==> src/rtl/sprog_pkg.sv <==
package sprog_pkg;

  typedef enum logic [1:0] {
    VPP_NORM = 2'b00,
    VPP_ACC  = 2'b01,
    VPP_HIGH = 2'b10,
    VPP_RSV  = 2'b11
  } vpp_lvl_e;

  typedef enum logic [1:0] {
    ENT_IDLE  = 2'b00,
    ENT_HI1   = 2'b01,
    ENT_ARMED = 2'b10,
    ENT_MODE  = 2'b11
  } entry_st_e;

endpackage

==> src/rtl/sprog_entry.sv <==
module sprog_entry
  import sprog_pkg::*;
(
  input  logic     clk,
  input  logic     rst_n,
  input  logic     ce,
  input  logic     oe,
  input  vpp_lvl_e vpp,
  output logic     prog_mode
);

  entry_st_e st_q, st_d;
  logic      held, is_hi, is_acc;

  always_comb begin
    held   = ce & oe;
    is_hi  = (vpp == VPP_HIGH);
    is_acc = (vpp == VPP_ACC);
    st_d   = st_q;
    unique case (st_q)
      ENT_IDLE:  st_d = (held && is_hi) ? ENT_HI1 : ENT_IDLE;
      ENT_HI1:   st_d = (held && is_hi) ? ENT_ARMED : ENT_IDLE;
      ENT_ARMED: begin
        if (!held)      st_d = ENT_IDLE;
        else if (is_hi) st_d = ENT_ARMED;
        else if (is_acc) st_d = ENT_MODE;
        else            st_d = ENT_IDLE;
      end
      ENT_MODE:  st_d = (!ce && !oe) ? ENT_IDLE : ENT_MODE;
      default:   st_d = ENT_IDLE;
    endcase
  end

  always_ff @(posedge clk or negedge rst_n) begin
    if (!rst_n) st_q <= ENT_IDLE;
    else        st_q <= st_d;
  end

  assign prog_mode = (st_q == ENT_MODE);

  // mode can only begin right after an access-level edge with both selects high
  a_r2_entry_on_access: assert property (@(posedge clk) disable iff (!rst_n)
    $rose(prog_mode) |-> $past(vpp == VPP_ACC && ce && oe));

  // a normal-level edge outside the mode never enters it
  a_r3_normal_blocks_entry: assert property (@(posedge clk) disable iff (!rst_n)
    (!prog_mode && vpp == VPP_NORM) |=> !prog_mode);

  // both selects low leave the mode
  a_r10_exit: assert property (@(posedge clk) disable iff (!rst_n)
    (prog_mode && !ce && !oe) |=> !prog_mode);

endmodule

==> src/rtl/sprog_latch.sv <==
module sprog_latch #(
  parameter int W = 32
) (
  input  logic                 clk,
  input  logic                 rst_n,
  input  logic                 mode,
  input  logic                 strobe,
  input  logic                 ce,
  input  logic                 oe,
  input  logic                 din,
  output logic [W-1:0]         latch_q,
  output logic [$clog2(W)-1:0] optr
);

  localparam int PW = $clog2(W);
  localparam logic [PW-1:0] LAST_BIT = PW'(W - 1);

  logic reading;
  assign reading = mode & ~strobe & ~ce & oe;

  always_ff @(posedge clk or negedge rst_n) begin
    if (!rst_n) begin
      latch_q <= '1;
      optr    <= '0;
    end else if (!mode) begin
      latch_q <= '1;
      optr    <= '0;
    end else begin
      if (!strobe) begin
        if (!ce)     latch_q <= '1;
        else if (oe) latch_q <= {latch_q[W-2:0], din};
      end
      if (reading) optr <= (optr == LAST_BIT) ? '0 : optr + PW'(1);
      else         optr <= '0;
    end
  end

  // a commit edge leaves the latch untouched while the mode is kept
  a_r8_latch_hold_on_strobe: assert property (@(posedge clk) disable iff (!rst_n)
    (mode && strobe && (ce || oe)) |=> $stable(latch_q));

endmodule

==> src/rtl/sprog_array.sv <==
module sprog_array #(
  parameter int W     = 32,
  parameter int DEPTH = 16
) (
  input  logic         clk,
  input  logic         rst_n,
  input  logic         mode,
  input  logic         strobe,
  input  logic         incr,
  input  logic [W-1:0] latch_q,
  output logic [W-1:0] rd_word,
  output logic [W-1:0] pol_word
);

  localparam int AW = $clog2(DEPTH + 1);
  localparam logic [AW-1:0] LAST_ADDR = AW'(DEPTH);

  logic [W-1:0]  mem [0:DEPTH];
  logic [AW-1:0] addr;

  always_ff @(posedge clk or negedge rst_n) begin
    if (!rst_n)      addr <= '0;
    else if (!mode)  addr <= '0;
    else if (incr)   addr <= (addr == LAST_ADDR) ? '0 : addr + AW'(1);
  end

  always_ff @(posedge clk or negedge rst_n) begin
    if (!rst_n) begin
      for (int i = 0; i <= DEPTH; i++) mem[i] <= '1;
    end else if (mode && strobe && addr <= LAST_ADDR) begin
      mem[addr] <= mem[addr] & latch_q;
    end
  end

  assign rd_word  = (addr <= LAST_ADDR) ? mem[addr] : '1;
  assign pol_word = mem[DEPTH];

  // one-time cells only ever clear bits
  for (genvar g = 0; g <= DEPTH; g++) begin : g_otp
    a_r8_never_sets_bit: assert property (@(posedge clk) disable iff (!rst_n)
      (mem[g] & ~$past(mem[g])) == '0);
  end

  // outside the mode the polarity word cannot change
  a_r4_no_write_idle: assert property (@(posedge clk) disable iff (!rst_n)
    !mode |=> $stable(pol_word));

endmodule

==> src/rtl/sprog_ctrl.sv <==
module sprog_ctrl
  import sprog_pkg::*;
#(
  parameter int W     = 32,
  parameter int DEPTH = 16
) (
  input  logic       clk,
  input  logic       rst_n,
  input  logic [1:0] vpp_lvl,
  input  logic       ce,
  input  logic       oe,
  input  logic       din,
  output logic       dout,
  output logic       dout_en,
  output logic       ceo,
  output logic       ceo_en,
  output logic       prog_mode
);

  localparam int PW = $clog2(W);

  vpp_lvl_e      vpp;
  logic          strobe, incr;
  logic [W-1:0]  latch_q, rd_word, pol_word;
  logic [PW-1:0] optr, bit_idx;

  assign vpp = vpp_lvl_e'(vpp_lvl);

  sprog_entry u_entry (
    .clk       (clk),
    .rst_n     (rst_n),
    .ce        (ce),
    .oe        (oe),
    .vpp       (vpp),
    .prog_mode (prog_mode)
  );

  assign strobe = (vpp == VPP_HIGH);
  assign incr   = prog_mode & ~strobe & ce & ~oe;

  sprog_latch #(.W(W)) u_latch (
    .clk     (clk),
    .rst_n   (rst_n),
    .mode    (prog_mode),
    .strobe  (strobe),
    .ce      (ce),
    .oe      (oe),
    .din     (din),
    .latch_q (latch_q),
    .optr    (optr)
  );

  sprog_array #(.W(W), .DEPTH(DEPTH)) u_array (
    .clk      (clk),
    .rst_n    (rst_n),
    .mode     (prog_mode),
    .strobe   (strobe),
    .incr     (incr),
    .latch_q  (latch_q),
    .rd_word  (rd_word),
    .pol_word (pol_word)
  );

  assign bit_idx = PW'(W - 1) - optr;
  assign dout_en = prog_mode & ~strobe & ~ce & oe;
  assign dout    = dout_en & rd_word[bit_idx];
  assign ceo_en  = prog_mode & ~strobe;
  assign ceo     = ceo_en & (|pol_word);

endmodule

==> config.mk <==
export PLATFORM = sky130hd
export DESIGN_NAME = sprog_ctrl
export DESIGN_NICKNAME = d
export VERILOG_FILES = /design/src/rtl/sprog_pkg.sv /design/src/rtl/sprog_entry.sv /design/src/rtl/sprog_latch.sv /design/src/rtl/sprog_array.sv /design/src/rtl/sprog_ctrl.sv
export SDC_FILE = /design/constraint.sdc
export NUM_CORES = 1
export LEC_CHECK = 0
export BUFFER_PORTS_ARGS = -buffer_cell sky130_fd_sc_hd__buf_2
export CAP_MARGIN = 20
export CORE_UTILIZATION = 57
export DETAILED_ROUTE_END_ITERATION = 8
export PLACE_DENSITY = 0.76
export SLEW_MARGIN = 15
export SYNTH_ARGS = -nofsm -noshare
export SYNTH_HDL_FRONTEND = slang
export SYNTH_SLANG_ARGS = --single-unit
==> constraint.sdc <==
create_clock -name clk -period 2.9 [get_ports clk]
set_input_delay 0.435 -clock clk [delete_from_list [all_inputs] [get_ports clk]]
set_output_delay 0.435 -clock clk [all_outputs]
set_load 0.05 [all_outputs]
==> run_results.csv, run 1 <==
group,metric,value,unit
logic_synthesis,synth_cell_types,67,
timing,hold_violations,0,
critical_path,required,2470,ps
logic_synthesis,synth_common_cells,"nand2_1, dfstp_2, o21ai_0",
logic_synthesis,synth_top_family_by_area,"compound AO/OA/AOI/OAI gates",
logic_synthesis,ys_top_cells_by_area,"dfstp_2, o21ai_0, nand2_1, mux4_2, mux2i_1",
logic_synthesis,synth_fa_ha_area_share,0.376,%
critical_path,worstPathCellList,"buf_4, or4bb_1, buf_4, o32ai_1, a221oi_2, nand2_1, mux2_2, a211oi_2, o221ai_2, o2bb2ai_4, buf_6",
floorplanning,dieArea,0.0476,mm²
power,power.total,15.9,mW
timing,fmax,254,MHz
critical_path,max_stage_delay,700,ps
critical_path,cp-end-kind,"primary output",
critical_path,critPathSlowestCell,"or4bb_1",
route,wl_per_cell,23.8,µm
route,viasPerCell,6.37,
logic_synthesis,synth_edf_count,0,
cells_and_area,nFillCells,3275,
critical_path,cp_num_buf_inv,3,
power,p_comb_share,1.4,%
logic_synthesis,async_flop_share,100,%
timing,setup_slack,-1040,ps
logic_synthesis,ys_ff_latch,588,
floorplanning,initial_core_util,58.2,%
power,p_switching,3.40,mW
logic_synthesis,synthFlopType,"dfstp_2",
power,worst_ir_drop_vdd,494,µV
run_status,status,"complete, but fails checks",
clock_network,cts-root-buf,"clkbuf_16",
logic_synthesis,syn_inst,2544,
global_routing,overflow,0,
logic_synthesis,synth_compound_area_share,14.8,%
logic_synthesis,syn_area_per_cell,10.5,µm²
run_status,violations,"negative setup slack",
worst_hold_path,hold_path.class,"in2reg",
cells_and_area,drive_gt1_share,39.3,%
critical_path,startpoint_type,"flip-flop",
cells_and_area,syn2layout_area_growth,15.4,%
clock_network,ctsHoldBuffers,0,
placement,gp_congestion,0.946,
logic_synthesis,synth-xor-area-share,0.0657,%
placement,place_hpwl,49000,µm
timing,relSlewSlack,53.8,%
floorplanning,die_width,218,µm
timing,final.period_utilization,136,%
logic_synthesis,synthMuxAreaShare,10.6,%
floorplanning,fp-row-count,78,
power,power_density,515,mW/mm²
global_routing,antenna_found_initial,0,
critical_path,path_class,"reg2out",
critical_path,crit_arrival,3500,ps
logic_synthesis,yosysMostFrequentCell,"nand2_1",
placement,pre_cts_ws,-465,ps
logic_synthesis,yosys.area.top_type,"dfstp_2",
power,leakagePower,10.7,nW
logic_synthesis,yosys.area_share.simple,12.4,%
timing,final.setup.tns,-1040,ps
clock_network,clock_latency,630,ps
timing,final_max_slew_viol_count,0,
timing,skew,21.5,ps
route,first_pass_iters,5,
route,drcViolationCount,0,
global_routing,grt_max_degree,99,
global_routing,grt_use_total,33.5,%
power,switching_share,21.4,%
timing,period_minus_slack,3940,ps
logic_synthesis,yosysSeqAreaShare,57.9,%
logic_synthesis,synth_top_area_share,56.8,%
floorplanning,die_h,218,µm
logic_synthesis,synth.net_count,2559,
cells_and_area,nNetsFinal,2628,
route,drt-total-wl,77500,µm
clock_network,cts_tree,"done",
placement,place_area,0.0284,mm²
route,drtAntennaViolNets,0,
global_routing,grt_pass1_wl,121000,µm
timing,whs,107,ps
timing,setup_violations,1,
floorplanning,coreArea,0.0458,mm²
critical_path,path_max_fanout,8,
cells_and_area,diodes,0,
cells_and_area,design_area,0.0308,mm²
timing,rsz0062_at_grt,"yes",
floorplanning,ios,12,
route,vias,20700,
clock_network,cts.sinks,588,
power,seqPwrFrac,52.5,%
clock_network,path_clk_slew,70,ps
power,clock_power_share,46.1,%
clock_network,cts_buffers,58,
run,drv_cap,0,
clock_network,cts_buffer_depth,3,
global_routing,grt_pass1_vias,20800,
power,internal_power,12.5,mW
placement,port_buffers,11,
route,drt_iter0_markers,2245,
timing,max_slew.worst_pin.slew,693,ps
critical_path,cp_top_family,"compound AO/OA/AOI/OAI gates",
clock_network,htreeDepth,2,
critical_path,crit_path_frequent_cell,"buf_4",
logic_synthesis,synthesis.area,0.0267,mm²
logic_synthesis,ys_warn_count,0,
[worst min-delay path, cell delays in order]
cell     delay, ps
buf_2          110
nor2_1         100
a21oi_1         70
[registers in the layout, summed over array words and instances, names as in the netlist]
signal	flops
u_array.addr	5
u_array.mem	512
u_array.pol_word	32
u_entry.st_q	2
u_latch.latch_q	32
u_latch.optr	5
[per-layer routing]
metal | wire length [µm] | up-vias | global-route usage, %
li1 | - | 8991 | -
met1 | 30800 | 10400 | 45.7
met2 | 35700 | 1036 | 52.1
met3 | 6860 | 279 | 6.11
met4 | 4100 | 0 | 16.2
met5 | 0 | - | 0
[worst paths after layout]
check / start / end / slack, ps / cells past startpoint
max: u_array.addr[1]$_DFFE_PN0P_ / dout / -1040 / 11
min: din / u_latch.latch_q[0]$_DFFE_PN1P_ / 110 / 3
max reg2reg: u_array.addr[0]$_DFFE_PN0P_ / u_array.mem[155]$_DFFE_PN1P_ / 120 / 11
min reg2reg: u_array.mem[415]$_DFFE_PN1P_ / u_array.mem[415]$_DFFE_PN1P_ / 470 / 2
max in group asynchronous: rst_n / u_array.mem[143]$_DFFE_PN1P_ / 2070 / 2
min in group asynchronous: rst_n / u_array.mem[317]$_DFFE_PN1P_ / 150 / 1
[layout by cell type (no fill, tap or decap), types with 7 or more instances in the layout]
| cell type | count |
|---|---|
| clkbuf_16 | 59 |
| clkbuf_1 | 11 |
| a221oi_1 | 10 |
| mux2_2 | 9 |
| ha_1 | 8 |
| clkbuf_8 | 17 |
| a22oi_1 | 14 |
| nor2b_1 | 8 |
| clkinv_2 | 11 |
| mux4_2 | 77 |
| dfstp_2 | 576 |
| buf_2 | 9 |
| nor2_1 | 85 |
| a221o_1 | 8 |
| nand3_1 | 19 |
| mux2i_1 | 91 |
| nand2_1 | 607 |
| o21ai_0 | 553 |
| o22ai_1 | 22 |
| buf_6 | 9 |
| a21oi_1 | 59 |
| nand3_2 | 12 |
| inv_1 | 8 |
| o21ai_1 | 7 |
| buf_12 | 32 |
| nor4_1 | 7 |
| nor3_1 | 11 |
| a21oi_2 | 7 |
| nand2b_1 | 11 |
| dfrtp_1 | 9 |
| buf_4 | 165 |
[power by group through the flow]
stage                     sequential (mW)  clock (mW)  combinational, mW
after floorplan                      8.42           0             0.0300
after global placement               8.43           0              0.221
after detailed placement             8.43           0              0.229
after CTS                            8.32        7.36              0.229
after global routing                 8.32        7.68              0.257
final                                8.32        7.31              0.223
[cells by family (layout without fill, tap and decap cells)]
group           Yosys count  in the layout
xor+xnor                  2              2
buf+inv                 222            332
simple gates            812            812
mux                     185            185
compound gates          727            727
flops                   588            588
fa+ha+maj                 8              8
[final cells by class]
class | instances | area [µm²] | area share, %
flip-flops and latches | 588 | 15400 | 50.2
clock buffers | 87 | 1750 | 5.70
clock inverters | 14 | 77.6 | 0.252
multi-input cells | 1734 | 10500 | 34.3
inverters | 11 | 41.3 | 0.134
repair buffers | 220 | 2150 | 6.99
well taps | 600 | 751 | 2.44
[what timing repair did]
item,4_1_cts,5_1_grt
gates cloned,3,0
buffers inserted,21,0
resized for setup,44,12
setup endpoints to repair,18,56
pin swaps,15,1
[per-stage QoR]
| stage | util [%] | instances |
|---|---|---|
| floorplan | - | 2544 |
| global placement | 62.1 | 3130 |
| detailed placement | 62.1 | 3130 |
| CTS | 67.1 | 3254 |
| global route | 67.2 | 3254 |
| finish | 67.2 | 3254 |
Power figures use the tool's default switching activity.
==> run 2, diff against run 1 <==
--- a/config.mk
+++ b/config.mk
@@ -7,9 +7,12 @@
 export LEC_CHECK = 0
 export BUFFER_PORTS_ARGS = -buffer_cell sky130_fd_sc_hd__buf_2
 export CAP_MARGIN = 20
-export CORE_UTILIZATION = 57
+export CELL_PAD_IN_SITES_DETAIL_PLACEMENT = 0
+export CELL_PAD_IN_SITES_GLOBAL_PLACEMENT = 1
+export CORE_ASPECT_RATIO = 0.7
+export CORE_UTILIZATION = 46
 export DETAILED_ROUTE_END_ITERATION = 8
-export PLACE_DENSITY = 0.76
+export PLACE_DENSITY_LB_ADDON = 0.1
 export SLEW_MARGIN = 15
 export SYNTH_ARGS = -nofsm -noshare
 export SYNTH_HDL_FRONTEND = slang
==> run 2 against run 1 <==
Against the previous run:
- the flow still finishes with violations (negative setup slack)
- core utilization is 12 points lower
- combinational power is 8% higher
- register-to-register slack hardly changed
- hold slack better by 27 ps
- fmax is 0.26% higher
- setup slack better by 10 ps
- final area is 1.9% higher
- routed wire length is 6.6% higher
- non-clock buffer count is 14 higher
- sequential power hardly changed
- via count is 5.5% lower
- global-route usage is 4.8 points lower
==> run_results.csv, run 2 (synthesized netlist as in run 1, its figures left out) <==
group,metric,value,unit
global_routing,grt_pass1_vias,19300,
cells_and_area,regMostFlops,"u_array.mem",
route,first_pass_iters,6,
floorplanning,die_h,203,µm
cells_and_area,nNetsFinal,2642,
run_status,status,"complete, but fails checks",
route,viasPerCell,5.72,
placement,place_area,0.0290,mm²
route,drt-total-wl,82600,µm
clock_network,cts_tree,"done",
clock_network,clock_latency,630,ps
timing,period_minus_slack,3930,ps
critical_path,max_stage_delay,550,ps
placement,place_hpwl,54400,µm
power,worst_ir_drop_vdd,406,µV
placement,gp_congestion,0.890,
floorplanning,initial_core_util,46.8,%
floorplanning,coreArea,0.0570,mm²
timing,relSlewSlack,42.6,%
cells_and_area,drive_gt1_share,39.3,%
timing,setup_slack,-1030,ps
global_routing,antenna_found_initial,1,
cells_and_area,design_area,0.0313,mm²
critical_path,path_max_fanout,16,
placement,pre_cts_ws,-500,ps
floorplanning,dieArea,0.0589,mm²
global_routing,grt_max_degree,88,
critical_path,required,2470,ps
floorplanning,ios,12,
route,drcViolationCount,0,
route,drtAntennaViolNets,0,
cells_and_area,largest_reg_flops,512,
route,wl_per_cell,24.1,µm
timing,hold_violations,0,
critical_path,cp-end-kind,"primary output",
run,drv_cap,0,
clock_network,path_clk_slew,60,ps
cells_and_area,diodes,0,
critical_path,startpoint_type,"flip-flop",
cells_and_area,finalNonFillerCells,3424,
timing,final_max_slew_viol_count,0,
clock_network,cts.sinks,588,
power,leakagePower,10.8,nW
worst_hold_path,hold_path.class,"in2reg",
critical_path,path_class,"reg2out",
clock_network,cts_buffers,58,
route,drt_iter0_markers,1752,
cells_and_area,fin_util,55.0,%
placement,port_buffers,11,
clock_network,htreeDepth,2,
placement,dp_cells,3308,
floorplanning,fp-row-count,73,
global_routing,grt_pass1_wl,126000,µm
timing,fmax,255,MHz
timing,skew,9.81,ps
cells_and_area,layout_commonest_cell,"nand2_1",
global_routing,grt_use_total,28.7,%
clock_network,cts-root-buf,"clkbuf_16",
run_status,violations,"negative setup slack",
critical_path,crit_path_frequent_cell,"buf_12",
cells_and_area,most-common-layout-cells,"nand2_1, dfstp_2, o21ai_0",
timing,max_slew.worst_pin.slew,857,ps
global_routing,overflow,0,
timing,final.period_utilization,135,%
timing,whs,135,ps
clock_network,cts_buffer_depth,3,
route,vias,19600,
critical_path,crit_arrival,3490,ps
timing,rsz0062_at_grt,"yes",
floorplanning,die_width,290,µm
power,power_density,531,mW/mm²
timing,setup_violations,1,
critical_path,worstPathCellList,"buf_12, buf_4, mux4_2, a22oi_1, nand3_2, nor3b_1, a311oi_2, o221ai_2, o2bb2ai_4, buf_12",
cells_and_area,syn2layout_area_growth,17.6,%
critical_path,critPathSlowestCell,"dfrtp_4",
## run 2: changes by cell type in the layout (fill, tap and decap cells not counted), moves of 6 or more
cell and change:
nand3_4 +10, buf_12 +6, nand3_2 -9, bufinv_16 +7, buf_4 +7
## run 2: cell type report
| class | instances | area, µm² |
|---|---|---|
| sequential | 588 | 15400 |
| clock buffer | 88 | 1770 |
| inverter | 11 | 41.3 |
| clock inverter | 19 | 283 |
| timing repair buffer | 234 | 2340 |
| multi-input combinational | 1734 | 10500 |
| tap | 750 | 938 |
| fill | 5014 | 25600 |
## run 2: report_power, final
part           total (mW)  switching (mW)  internal, mW
sequential           8.32          0.0300          8.29
clock                8.10            3.29          4.81
combinational       0.240           0.194        0.0455
total                16.7            3.51          13.1
## run 2: worst paths after layout
check                                                   from                               to  slack, ps  depth (start not counted)
worst max-delay path             u_array.addr[0]$_DFFE_PN0P_                             dout      -1030                         10
worst min-delay path                                      ce        u_entry.st_q[1]$_DFF_PN0_        130                          3
worst max register to register   u_array.addr[1]$_DFFE_PN0P_     u_array.mem[106]$_DFFE_PN1P_        120                         11
worst min register to register  u_array.mem[319]$_DFFE_PN1P_     u_array.mem[319]$_DFFE_PN1P_        460                          2
max in group asynchronous                              rst_n  u_latch.latch_q[22]$_DFFE_PN1P_       2140                          2
min in group asynchronous                              rst_n     u_array.mem[511]$_DFFE_PN1P_        140                          1
## run 2: timing repair
item | in CTS | in global routing
gates resized for setup | 31 | 15
buffers inserted | 4 | 4
gates cloned | 1 | 1
hold buffers | 0 | 0
setup endpoints to repair | 3 | 127
pin swaps | 12 | 5
## run 2: worst max-delay path: cells and delay by family, from the launching register on
family,cells,cell delay (ps)
AO/OA/AOI/OAI,4,920
flip-flops,1,550
buffers and inverters,3,520
multiplexers,1,510
AND/OR/NAND/NOR,2,360
## run 2: through the flow
stage / total power, mW / setup TNS [ps]
3_3_place_gp: 8.67 / -536
5_1_grt: 17.2 / -1120
4_1_cts: 16.8 / -1040
3_5_place_dp: 8.68 / -500
2_1_floorplan: 8.45 / -13.1
6_report: 16.7 / -1030
## run 2: routing by layer
layer  vias up  GRT usage [%]  part of all wire, %
li1       9015              -                    -
met4         0           5.46                  1.6
met3        87           3.70                  5.6
met1      9970           45.4                   50
met5         -              0                    0
met2       505           42.3                   43
==> run 3, diff against run 2 <==
--- a/config.mk
+++ b/config.mk
@@ -10,7 +10,7 @@
 export CELL_PAD_IN_SITES_DETAIL_PLACEMENT = 0
 export CELL_PAD_IN_SITES_GLOBAL_PLACEMENT = 1
 export CORE_ASPECT_RATIO = 0.7
-export CORE_UTILIZATION = 46
+export CORE_UTILIZATION = 51
 export DETAILED_ROUTE_END_ITERATION = 8
 export PLACE_DENSITY_LB_ADDON = 0.1
 export SLEW_MARGIN = 15
==> constraint.sdc (replaced) <==
create_clock -name clk -period 3.8 [get_ports clk]
set_input_delay 0.57 -clock clk [delete_from_list [all_inputs] [get_ports clk]]
set_output_delay 0.57 -clock clk [all_outputs]
set_load 0.05 [all_outputs]
==> run 3 against run 2 <==
Against the previous run:
- the flow still finishes with violations (negative setup slack)
- die area fell by 9.7%
- first-iteration DRC count fell by 2.4%
- flip-flop and latch count did not move
- sequential share of layout area rose by 1.1 points
- final cell count fell by 4.5%
- register-to-register slack improved by 90 ps
- largest cell class unchanged
==> run_results.csv, run 3 (synthesized netlist as in run 1, its figures left out) <==
group,metric,value,unit
cells_and_area,largest_reg_flops,512,
power,worst_ir_drop_vdd,316,µV
floorplanning,dieArea,0.0532,mm²
route,viasPerCell,6.01,
power,p_comb_share,1.5,%
run_status,status,"complete, but fails checks",
critical_path,r2r_start,"u_array.addr[1]$_DFFE_PN0P_",
cells_and_area,nFillCells,4265,
placement,place_hpwl,51200,µm
critical_path,critPathSlowestCell,"dfrtp_4",
critical_path,required,3230,ps
timing,rsz0062_at_grt,"yes",
route,drt-total-wl,81700,µm
timing,skew,27.9,ps
placement,pre_cts_ws,44.8,ps
clock_network,cts_buffers,56,
clock_network,clock_latency,630,ps
timing,relSlewSlack,33.5,%
clock_network,ctsHoldBuffers,0,
clock_network,cts_tree,"done",
critical_path,max_stage_delay,530,ps
clock_network,cts_buffer_depth,3,
power,power_density,402,mW/mm²
critical_path,path_class,"reg2out",
timing,period_minus_slack,4130,ps
cells_and_area,syn2layout_area_growth,15.1,%
critical_path,path_max_fanout,15,
route,first_pass_iters,6,
critical_path,cp_top_family,"compound AO/OA/AOI/OAI gates",
run_status,violations,"negative setup slack",
cells_and_area,regMostFlops,"u_array.mem",
route,drtAntennaViolNets,0,
route,wl_per_cell,25.0,µm
power,clock_power_share,47.1,%
floorplanning,die_width,275,µm
critical_path,cp-end-kind,"primary output",
floorplanning,die_h,193,µm
route,top_layer_used,"met4",
critical_path,r2r_setup_slack,210,ps
global_routing,grt_pass1_wl,124000,µm
timing,setup_slack,-332,ps
floorplanning,initial_core_util,52.1,%
timing,hold_violations,0,
clock_network,cts.sinks,588,
critical_path,crit_path_frequent_cell,"buf_16",
power,power.total,12.3,mW
critical_path,crit_arrival,3560,ps
route,vias,19700,
timing,final.period_utilization,109,%
floorplanning,coreArea,0.0512,mm²
cells_and_area,most-common-layout-cells,"nand2_1, dfstp_2, o21ai_0",
cells_and_area,layout_commonest_cell,"nand2_1",
critical_path,startpoint_type,"flip-flop",
timing,final_max_slew_viol_count,0,
run,drv_cap,0,
global_routing,overflow,0,
clock_network,cts-root-buf,"clkbuf_16",
floorplanning,fp-row-count,69,
critical_path,cp_num_buf_inv,4,
route,drt_iter0_markers,1710,
timing,setup_violations,1,
cells_and_area,drive_gt1_share,38.2,%
global_routing,grt_max_degree,100,
critical_path,worstPathCellList,"buf_12, buf_16, buf_16, mux4_2, mux2i_1, o21ai_1, a22oi_1, a21oi_2, o31ai_4, o2bb2ai_4, buf_8",
power,seqPwrFrac,51.4,%
power,switching_share,21.5,%
cells_and_area,nNetsFinal,2566,
placement,port_buffers,11,
floorplanning,ios,12,
route,drcViolationCount,0,
clock_network,htreeDepth,2,
timing,final.setup.tns,-332,ps
global_routing,grt_use_total,31.3,%
route,routed-wl-met2,35100,µm
power,internal_power,9.69,mW
worst_hold_path,hold_path.class,"in2async",
cells_and_area,diodes,0,
global_routing,grt_pass1_vias,19100,
route,met3WireLength,6780,µm
critical_path,cp-startpoint,"u_array.addr[0]$_DFFE_PN0P_",
placement,gp_congestion,0.906,
timing,fmax,242,MHz
power,leakagePower,10.4,nW
route,routedLengthMet1,38500,µm
clock_network,path_clk_slew,70,ps
global_routing,antenna_found_initial,0,
timing,max_slew.worst_pin.slew,997,ps
power,p_switching,2.66,mW
timing,whs,93.3,ps
run 3: cell count changes in the layout (fill, tap and decap cells not counted), sizes merged:
cell	previous run	this run
buf	233	154
bufbuf	0	3
clkinvlp	2	0
clkbuf	89	91
bufinv	7	3
inv	9	12
run 3: metrics by stage:
step                instances  instance area [µm²]  utilization, %
detailed placement       3133                28000            54.7
global placement         3133                28000            54.7
floorplan                2544                26700               -
global route             3271                30700            59.9
CTS                      3251                30200            59.0
finish                   3271                30700            59.9
run 3: repair_timing:
| action | CTS | global route |
|---|---|---|
| gates cloned | 4 | 3 |
| setup endpoints to repair | 1 | 1 |
| resized for setup | 25 | 55 |
| buffers inserted | 10 | 18 |
| pin swaps | 5 | 27 |
| endpoints found under the hold margin | 0 | 0 |
run 3: power groups by stage:
stage | logic (mW) | registers [mW] | clock network, mW
global route | 0.208 | 6.35 | 6.16
floorplan | 0.0228 | 6.42 | 0
detailed placement | 0.187 | 6.44 | 0
finish | 0.181 | 6.35 | 5.81
CTS | 0.188 | 6.35 | 5.91
global placement | 0.183 | 6.44 | 0
run 3: path summary, 6_finish.rpt:
check	end	cells after the start
min in group clk	u_latch.latch_q[0]$_DFFE_PN1P_	3
max in group asynchronous	u_array.mem[529]$_DFFE_PN1P_	2
worst max-delay path	dout	11
worst min-delay path	u_array.addr[1]$_DFFE_PN0P_	1
worst min register to register	u_array.mem[415]$_DFFE_PN1P_	2
worst max register to register	u_array.mem[163]$_DFFE_PN1P_	10
run 3: area by class of cell:
type	instances	area [µm²]	share of cell area [%]
Clock buffer	88	1730	5.65
Tap cell	674	843	2.75
Inverter	11	41.3	0.135
Sequential cell	588	15400	50.3
Timing Repair Buffer	160	1780	5.81
Clock inverter	16	169	0.551
Multi-Input combinational cell	1734	10700	34.8
run 3: routing by layer:
metal  track usage, %  up-vias
li1                 -     8883
met1             48.7     9970
met2             44.1      719
met3             7.80       91
met4             6.57        0
met5                0        -
run 3: worst register-to-register path, cell delays in order, from the launching register on:
cell and delay (ps):
dfrtp_4 570, buf_12 200, inv_2 60, buf_4 230, ha_1 240, a21boi_0 250, nor3_2 530, buf_4 260
nand3_2 450, buf_12 410, o21ai_0 280
